<file path="src/rtl/sds_pkg.sv">
package sds_pkg;
   typedef enum logic [1:0] {ST_IDLE, ST_DATA, ST_PAD} seg_st_e;
   localparam logic [1:0] PK_VAR     = 2'd0;
   localparam logic [1:0] PK_FIXED   = 2'd1;
   localparam logic [1:0] PK_MPEG    = 2'd2;
   localparam logic [1:0] PK_HDRONLY = 2'd3;
endpackage

</file>
<file path="src/rtl/sds_geom.sv">
module sds_geom #(
   parameter int DBSW = 8,
   parameter int FNW  = 2,
   parameter int QPCW = 3,
   parameter int BSW  = DBSW + 1,
   parameter int NBW  = (1 << FNW),
   parameter int TOTW = BSW + NBW
) (
   input  logic [FNW-1:0]  blocks_code,
   input  logic [DBSW-1:0] size_code,
   input  logic [QPCW-1:0] pad,
   output logic [BSW-1:0]  bsize,
   output logic [TOTW-1:0] total,
   output logic            cfg_err
);
   logic [NBW-1:0] nblk;

   generate
      if (FNW == 2) begin : g_table
         always_comb begin
            case (blocks_code)
               2'd0:    nblk = NBW'(1);
               2'd1:    nblk = NBW'(2);
               2'd2:    nblk = NBW'(4);
               default: nblk = NBW'(8);
            endcase
         end
      end else begin : g_shift
         assign nblk = NBW'(1) << blocks_code;
      end
   endgenerate

   assign bsize   = (size_code == '0) ? BSW'(1 << DBSW) : BSW'(size_code);
   assign total   = TOTW'(bsize) << blocks_code;
   assign cfg_err = (int'(pad) >= int'(bsize)) || (int'(pad) >= int'(nblk));

   initial begin
      assert (QPCW <= NBW) else $error("pad field wider than block count");
   end
endmodule

</file>
<file path="src/rtl/sds_ctrl.sv">
module sds_ctrl
   import sds_pkg::*;
#(
   parameter int QW   = 32,
   parameter int TSW  = 25,
   parameter int QPCW = 3
) (
   input  logic            clk,
   input  logic            rst_n,
   input  logic            stamp_en,
   input  logic            hdr_only,
   input  logic [QPCW-1:0] pad,
   input  logic [TSW-1:0]  cycle_time,
   input  logic            in_valid,
   output logic            in_ready,
   input  logic [QW-1:0]   in_data,
   input  logic            in_first,
   input  logic            in_last,
   output logic            out_valid,
   input  logic            out_ready,
   output logic [QW-1:0]   out_data,
   output logic            out_fire,
   output logic            pkt_end
);
   seg_st_e         st, st_nx;
   logic [QPCW-1:0] pcnt;
   logic            pass, drop, stamp, last_pad, pass_last;

   always_comb begin
      drop  = (st == ST_IDLE) && (hdr_only || !in_first);
      stamp = (st == ST_IDLE) && !drop && stamp_en;
      pass  = ((st == ST_IDLE) && !drop && !stamp_en) || (st == ST_DATA);
      in_ready  = 1'b0;
      out_valid = 1'b0;
      out_data  = '0;
      if (drop) begin
         in_ready = 1'b1;
      end else if (stamp) begin
         out_valid = in_valid;
         out_data  = {{(QW-TSW){1'b0}}, cycle_time};
      end else if (pass) begin
         out_valid = in_valid;
         in_ready  = out_ready;
         out_data  = in_data;
      end else begin
         out_valid = 1'b1;
      end
   end

   assign out_fire  = out_valid && out_ready;
   assign last_pad  = (st == ST_PAD) && ((pcnt + QPCW'(1)) == pad);
   assign pass_last = pass && out_fire && in_last;
   assign pkt_end   = out_fire && ((pass_last && pad == '0) || last_pad);

   always_comb begin
      st_nx = st;
      if (out_fire) begin
         if (stamp)                 st_nx = ST_DATA;
         else if (pass && in_last)  st_nx = (pad != '0) ? ST_PAD : ST_IDLE;
         else if (pass)             st_nx = ST_DATA;
         else if (last_pad)         st_nx = ST_IDLE;
      end
   end

   always_ff @(posedge clk) begin
      if (!rst_n) begin
         st   <= ST_IDLE;
         pcnt <= '0;
      end else begin
         st <= st_nx;
         if (st != ST_PAD)  pcnt <= '0;
         else if (out_fire) pcnt <= pcnt + QPCW'(1);
      end
   end

   initial begin
      assert (TSW < QW) else $error("stamp must fit in a quadlet");
   end

   AST_PAD_BLOCKS_IN: assert property (@(posedge clk) disable iff (!rst_n)
      (st == ST_PAD) |-> !in_ready);
   AST_OUT_HELD: assert property (@(posedge clk) disable iff (!rst_n)
      (out_valid && !out_ready) |=> out_valid);
   AST_HDR_QUIET: assert property (@(posedge clk) disable iff (!rst_n)
      ((st == ST_IDLE) && hdr_only) |-> !out_valid);
   AST_PAD_ZERO: assert property (@(posedge clk) disable iff (!rst_n)
      ((st == ST_PAD) && out_valid) |-> (out_data == '0));
endmodule

</file>
<file path="src/rtl/sds_pos.sv">
module sds_pos #(
   parameter int BSW  = 9,
   parameter int TOTW = 13,
   parameter int CNTW = 16
) (
   input  logic            clk,
   input  logic            rst_n,
   input  logic            out_fire,
   input  logic            pkt_end,
   input  logic [BSW-1:0]  bsize,
   input  logic [TOTW-1:0] total,
   output logic            blk_start,
   output logic            pkt_start,
   output logic            len_err
);
   logic [CNTW-1:0] qcnt;
   logic [BSW-1:0]  bcnt;

   assign blk_start = (bcnt == '0);
   assign pkt_start = (qcnt == '0);

   always_ff @(posedge clk) begin
      if (!rst_n) begin
         qcnt    <= '0;
         bcnt    <= '0;
         len_err <= 1'b0;
      end else if (out_fire) begin
         if (pkt_end) begin
            qcnt    <= '0;
            bcnt    <= '0;
            len_err <= (int'(qcnt) + 1) != int'(total);
         end else begin
            qcnt <= qcnt + CNTW'(1);
            bcnt <= ((bcnt + BSW'(1)) == bsize) ? '0 : bcnt + BSW'(1);
         end
      end
   end

   initial begin
      assert (CNTW > TOTW) else $error("packet counter too narrow");
   end

   AST_PKT_IS_BLK: assert property (@(posedge clk) disable iff (!rst_n)
      pkt_start |-> blk_start);
   AST_BCNT_BOUND: assert property (@(posedge clk) disable iff (!rst_n)
      bcnt < bsize);
   AST_LEN_HOLD: assert property (@(posedge clk) disable iff (!rst_n)
      !(out_fire && pkt_end) |=> $stable(len_err));
endmodule

</file>
<file path="src/rtl/sds_segmenter.sv">
module sds_segmenter
   import sds_pkg::*;
#(
   parameter int QW   = 32,
   parameter int TSW  = 25,
   parameter int DBSW = 8,
   parameter int FNW  = 2,
   parameter int QPCW = 3,
   parameter int CNTW = 16
) (
   input  logic            clk,
   input  logic            rst_n,
   input  logic [1:0]      cfg_mode,
   input  logic            cfg_stamp,
   input  logic [FNW-1:0]  cfg_blocks,
   input  logic [DBSW-1:0] cfg_blk_size,
   input  logic [QPCW-1:0] cfg_pad,
   input  logic [TSW-1:0]  cycle_time,
   input  logic            in_valid,
   output logic            in_ready,
   input  logic [QW-1:0]   in_data,
   input  logic            in_first,
   input  logic            in_last,
   output logic            out_valid,
   input  logic            out_ready,
   output logic [QW-1:0]   out_data,
   output logic            out_blk_start,
   output logic            out_pkt_start,
   output logic            cfg_err,
   output logic            len_err
);
   localparam int BSW  = DBSW + 1;
   localparam int NBW  = 1 << FNW;
   localparam int TOTW = BSW + NBW;

   logic [BSW-1:0]  bsize;
   logic [TOTW-1:0] total;
   logic            out_fire, pkt_end;

   sds_geom #(.DBSW(DBSW), .FNW(FNW), .QPCW(QPCW), .BSW(BSW), .NBW(NBW), .TOTW(TOTW)) u_geom (
      .blocks_code(cfg_blocks), .size_code(cfg_blk_size), .pad(cfg_pad),
      .bsize(bsize), .total(total), .cfg_err(cfg_err));

   sds_ctrl #(.QW(QW), .TSW(TSW), .QPCW(QPCW)) u_ctrl (
      .clk(clk), .rst_n(rst_n), .stamp_en(cfg_stamp),
      .hdr_only(cfg_mode == PK_HDRONLY), .pad(cfg_pad), .cycle_time(cycle_time),
      .in_valid(in_valid), .in_ready(in_ready), .in_data(in_data),
      .in_first(in_first), .in_last(in_last), .out_valid(out_valid),
      .out_ready(out_ready), .out_data(out_data), .out_fire(out_fire),
      .pkt_end(pkt_end));

   sds_pos #(.BSW(BSW), .TOTW(TOTW), .CNTW(CNTW)) u_pos (
      .clk(clk), .rst_n(rst_n), .out_fire(out_fire), .pkt_end(pkt_end),
      .bsize(bsize), .total(total), .blk_start(out_blk_start),
      .pkt_start(out_pkt_start), .len_err(len_err));
endmodule

</file>
<file path="config.mk">
export PLATFORM = sky130hd
export DESIGN_NAME = sds_segmenter
export DESIGN_NICKNAME = d
export VERILOG_FILES = /design/src/rtl/sds_pkg.sv /design/src/rtl/sds_geom.sv /design/src/rtl/sds_ctrl.sv /design/src/rtl/sds_pos.sv /design/src/rtl/sds_segmenter.sv
export SDC_FILE = /design/constraint.sdc
export NUM_CORES = 1
export LEC_CHECK = 0
export ABC_AREA = 1
export BUFFER_PORTS_ARGS = -buffer_cell sky130_fd_sc_hd__buf_2
export CAP_MARGIN = 20
export CORE_UTILIZATION = 40
export DETAILED_ROUTE_END_ITERATION = 7
export PLACE_DENSITY_LB_ADDON = 0.1
export SLEW_MARGIN = 20
export SYNTH_ARGS = -nofsm -noshare
export SYNTH_HDL_FRONTEND = slang
export SYNTH_SLANG_ARGS = --single-unit
</file>
<file path="constraint.sdc">
create_clock -name clk -period 6.28 [get_ports clk]
set_clock_uncertainty 0.15 [all_clocks]
set_input_delay 1.256 -clock clk [delete_from_list [all_inputs] [get_ports clk]]
set_output_delay 1.256 -clock clk [all_outputs]
set_load 0.05 [all_outputs]
</file>
==> results <==
- For this design the static power due to leakage is 2.014 nW.
- Of the cells placed in the final design, the portion with a size suffix greater than 1 is 23.75%.
- For this block, the routed nets add up to 9684 um of wire.
- The beginning of the worst register-to-register path is u_ctrl.st[0].
- The growth of design area from synthesis to finish is 23.49%.
- The synthesized design devotes to its leading area cell type 22.67% of total area.
- The clock transition at the register clock pins on the worst setup and hold paths after CTS is 0.07 ns.
- The share of synthesized flip-flops with an asynchronous set or reset is 0%.
- The via count is 3,699.
- In the global route stage, overall resource usage came out at 23.38%.
- The final count of pins violating max slew came to 0.
- The die covers 0.008308 mm^2.
- The worst-skew pair later-pin latency is 0.29 ns.
- Port buffering added 116 buffers.
- The flow ran to the end, and the final reports show no timing, DRC or antenna violations.
- The area of all placed cells without fillers is 0.003926 mm^2.
- The first routing iteration left 153 violations.
- The worst pin sits at a relative slew slack of 44.58%.
- The first global-routing pass estimated 15,900 um of wire.
- After floorplanning, the core was divided into 32 placement rows.
- The final-report setup violation count is 0.
- The TritonCTS clock tree is yes.
- The starting density of the core is 41.36%.
- The floorplan die width is 91.15 um.
- The flop-to-flop setup slack is 4.15 ns.
- The post-CTS setup-driven buffer insertion count is 0.
- After layout, the minimum clock period comes to 4.322 ns.
- The count of clock tree sinks is 31.
- After synthesis, the most frequently instantiated cells are 192 x sky130_fd_sc_hd__nand2_1, 64 x sky130_fd_sc_hd__inv_1, 61 x sky130_fd_sc_hd__nor2_1.
- Dividing the detail-routed via count by the number of cells gives 4.848.
- The global route total overflow is 0.
- From bottom edge to top edge, the die measures 91.15 um.
- The most common flop cell mapped by yosys is sky130_fd_sc_hd__dfxtp_1.
- The worst endpoint data arrival time is 2.92 ns.
- CTS built an H-tree with a depth of 2.
- The clock passes through at most 2 buffers.
- The total inserted antenna cells is 0.
- Buffers inserted during clock tree synthesis total 5.
- Across the run, the number of max-cap violations was 0.
- The number of resized instances in the post-cts repair step is 0.
- The depth of the worst register-to-register path is 10.
- The critical path class is in -> out.
- The placement-stage cell area is 0.003831 mm^2.
- The endpoint of the worst register-to-register path is u_pos.bcnt[8].
- The number of nets in the layout is 750.
- The power density over the cells is 148.9 mW/mm^2.
- The instance count after placement with tap cells included is 755.
- The data required time of the worst path is 4.87 ns.
- The synthesized netlist net count is 640.
- The area of the core region is 0.007687 mm^2.
- The total standard cell area after synthesis is 0.003179 mm^2.
- Once detailed placement completed, the half-perimeter wirelength came to 7553 um.
- 117 I/O pins were placed.
- The cell sitting at the root of the clock tree is a sky130_fd_sc_hd__clkbuf_8.
- Synthesis handed over a netlist of 551 instances.
- The highest achievable clock rate is 0.2314 GHz.
- The largest net degree at the start of global routing is 38.
- The via count of the first global-routing pass is 3,420.
- The number of warnings reported in the yosys synthesis log is 0.
- STA classifies the critical path startpoint as an input port.
- The final weighted congestion in routability-driven placement is 0.9131.
- The mean post-synth cell area is 5.770 um^2.
- The type of the tightest min-delay check is reg -> reg.
- After routing, the total negative slack on setup checks comes to 0 ns.
- The sequential share of the synthesized area is 19.52%.
- The endpoint type of the worst setup path is an output pin.
- The count of flip-flops with a built-in enable after synthesis is 0.
- The most frequently used cell type in the post-synthesis netlist is sky130_fd_sc_hd__nand2_1.
- The worst-case IR drop observed on VDD is 84.78 uV.
- The worst setup path endpoint is out_data[9].
- The number of antenna violations at the first check in global routing is 0.
- After synthesis the netlist holds a flip-flop and latch count of 31.
- The number of detailed-routing iterations run before antenna repair is 4.
- The library cell with the largest summed area after synthesis is sky130_fd_sc_hd__nand2_1.
- The distinct cell type count after synthesis is 38.
- The count of placed standard cells in the final layout, fillers left out is 763.
- In this run the worst path has a maximum fanout of 15.
- The routed length per placed instance is 12.69 um.
- Ranked by total cell area, the synthesized netlist is headed by sky130_fd_sc_hd__nand2_1 23%, sky130_fd_sc_hd__dfxtp_1 20%, sky130_fd_sc_hd__inv_1 7.6%.
- The period utilization is 68.82%.
- Buffers inserted to repair hold after CTS numbered 0.
- The count of nets left with antenna violations after detail routing is 0.
- At the pin with the least slew margin, the transition time is 0.8251 ns.
- In this run the worst setup path begins at cfg_mode[0].
- Setup repair after global routing left no endpoint under its margin.
- After detailed routing, the number of remaining DRC violations is 0.
- The total count of hold-check failures in the final report came to 0.
## report_power, final
part	internal [W]	total, W	switching [W]
clock network	0.0000860	0.000166	0.0000800
registers	0.000200	0.000204	0.00000442
logic	0.0000669	0.000214	0.000147
total	0.000353	0.000585	0.000232
## worst min-delay path by stage
stage | startpoint | endpoint | cells past startpoint
2_1_floorplan | u_ctrl.pcnt[1] | u_ctrl.pcnt[1] | 2
3_3_place_gp | u_ctrl.pcnt[1] | u_ctrl.pcnt[1] | 2
3_5_place_dp | u_ctrl.pcnt[1] | u_ctrl.pcnt[1] | 2
4_1_cts | u_ctrl.pcnt[1] | u_ctrl.pcnt[1] | 2
5_1_grt | u_ctrl.pcnt[1] | u_ctrl.pcnt[1] | 2
6_report | u_ctrl.pcnt[1] | u_ctrl.pcnt[1] | 2
## metrics by stage
| step | setup slack, ns | utilization [%] | total power [W] | hold slack [ns] |
|---|---|---|---|---|
| 2_1_floorplan | 1.826 | - | 0.0003580 | 0.2928 |
| 5_1_grt | 1.865 | 51.07 | 0.0006166 | 0.3778 |
| 4_1_cts | 1.823 | 50.98 | 0.0005890 | 0.3210 |
| 6_report | 1.958 | 51.07 | 0.0005845 | 0.3170 |
| 3_5_place_dp | 1.823 | 49.84 | 0.0004219 | 0.3100 |
| 3_3_place_gp | 1.937 | 49.84 | 0.0004188 | 0.3081 |
## flip-flops by register name, indices dropped and copies added (netlist names)
| register | flops |
|---|---|
| u_ctrl.st | 2 |
| u_ctrl.pcnt | 3 |
| u_pos.qcnt | 16 |
| u_pos.len_err | 1 |
| u_pos.bcnt | 9 |
## layer usage
layer	share of wire (%)	up-vias	global-route usage [%]
li1	-	2003	-
met1	47	1620	29.18
met2	48	67	41.29
met3	3.7	9	4.020
met4	1.1	0	6.217
met5	0	-	0
## cells by family (layout without fill, tap and decap cells)
group           count (synthesis)  count (layout)  synth area share (%)
xor+xnor                        8               8                 2.204
buf+inv                        85             195                 10.74
compound gates                 81              81                 17.95
fa+ha+maj                      10              10                 3.935
simple gates                  336             336                 45.65
flops                          31              31                 19.52
## placed cells by master (no fill, tap or decap), types with 5 or more instances in the layout
cell                       netlist  layout
sky130_fd_sc_hd__a211oi_1        6       6
sky130_fd_sc_hd__a21oi_1        17      16
sky130_fd_sc_hd__a21oi_2         9      10
sky130_fd_sc_hd__a22o_1         25      25
sky130_fd_sc_hd__buf_2          10     116
sky130_fd_sc_hd__clkbuf_8        0       6
sky130_fd_sc_hd__dfxtp_1        31      31
sky130_fd_sc_hd__ha_1           10      10
sky130_fd_sc_hd__inv_1          64      64
sky130_fd_sc_hd__nand2_1       192     192
sky130_fd_sc_hd__nand3_1        41      41
sky130_fd_sc_hd__nand3b_1        5       5
sky130_fd_sc_hd__nand4_1         9       9
sky130_fd_sc_hd__nor2_1         61      61
sky130_fd_sc_hd__nor2_2          9       9
sky130_fd_sc_hd__nor3_1          5       5
sky130_fd_sc_hd__o21ai_0        16      16
sky130_fd_sc_hd__xor2_1          5       5
## worst max-delay path, cell delays in order
cell                      delay (ns)
sky130_fd_sc_hd__buf_2          0.10
sky130_fd_sc_hd__nand2_1        0.07
sky130_fd_sc_hd__nand2_1        0.11
sky130_fd_sc_hd__nor4_4         0.64
sky130_fd_sc_hd__buf_4          0.32
sky130_fd_sc_hd__a22o_1         0.16
sky130_fd_sc_hd__buf_2          0.26
## area by class of cell
class                   instances  area, um^2
well taps                     102       127.6
clock buffers                   6       82.58
flip-flops and latches         31       620.6
multi-input cells             435        2230
clock inverters                 1       5.005
fillers                       861        3761
repair buffers                118       595.6
inverters                      70       265.3
Power figures use the tool's default switching activity.
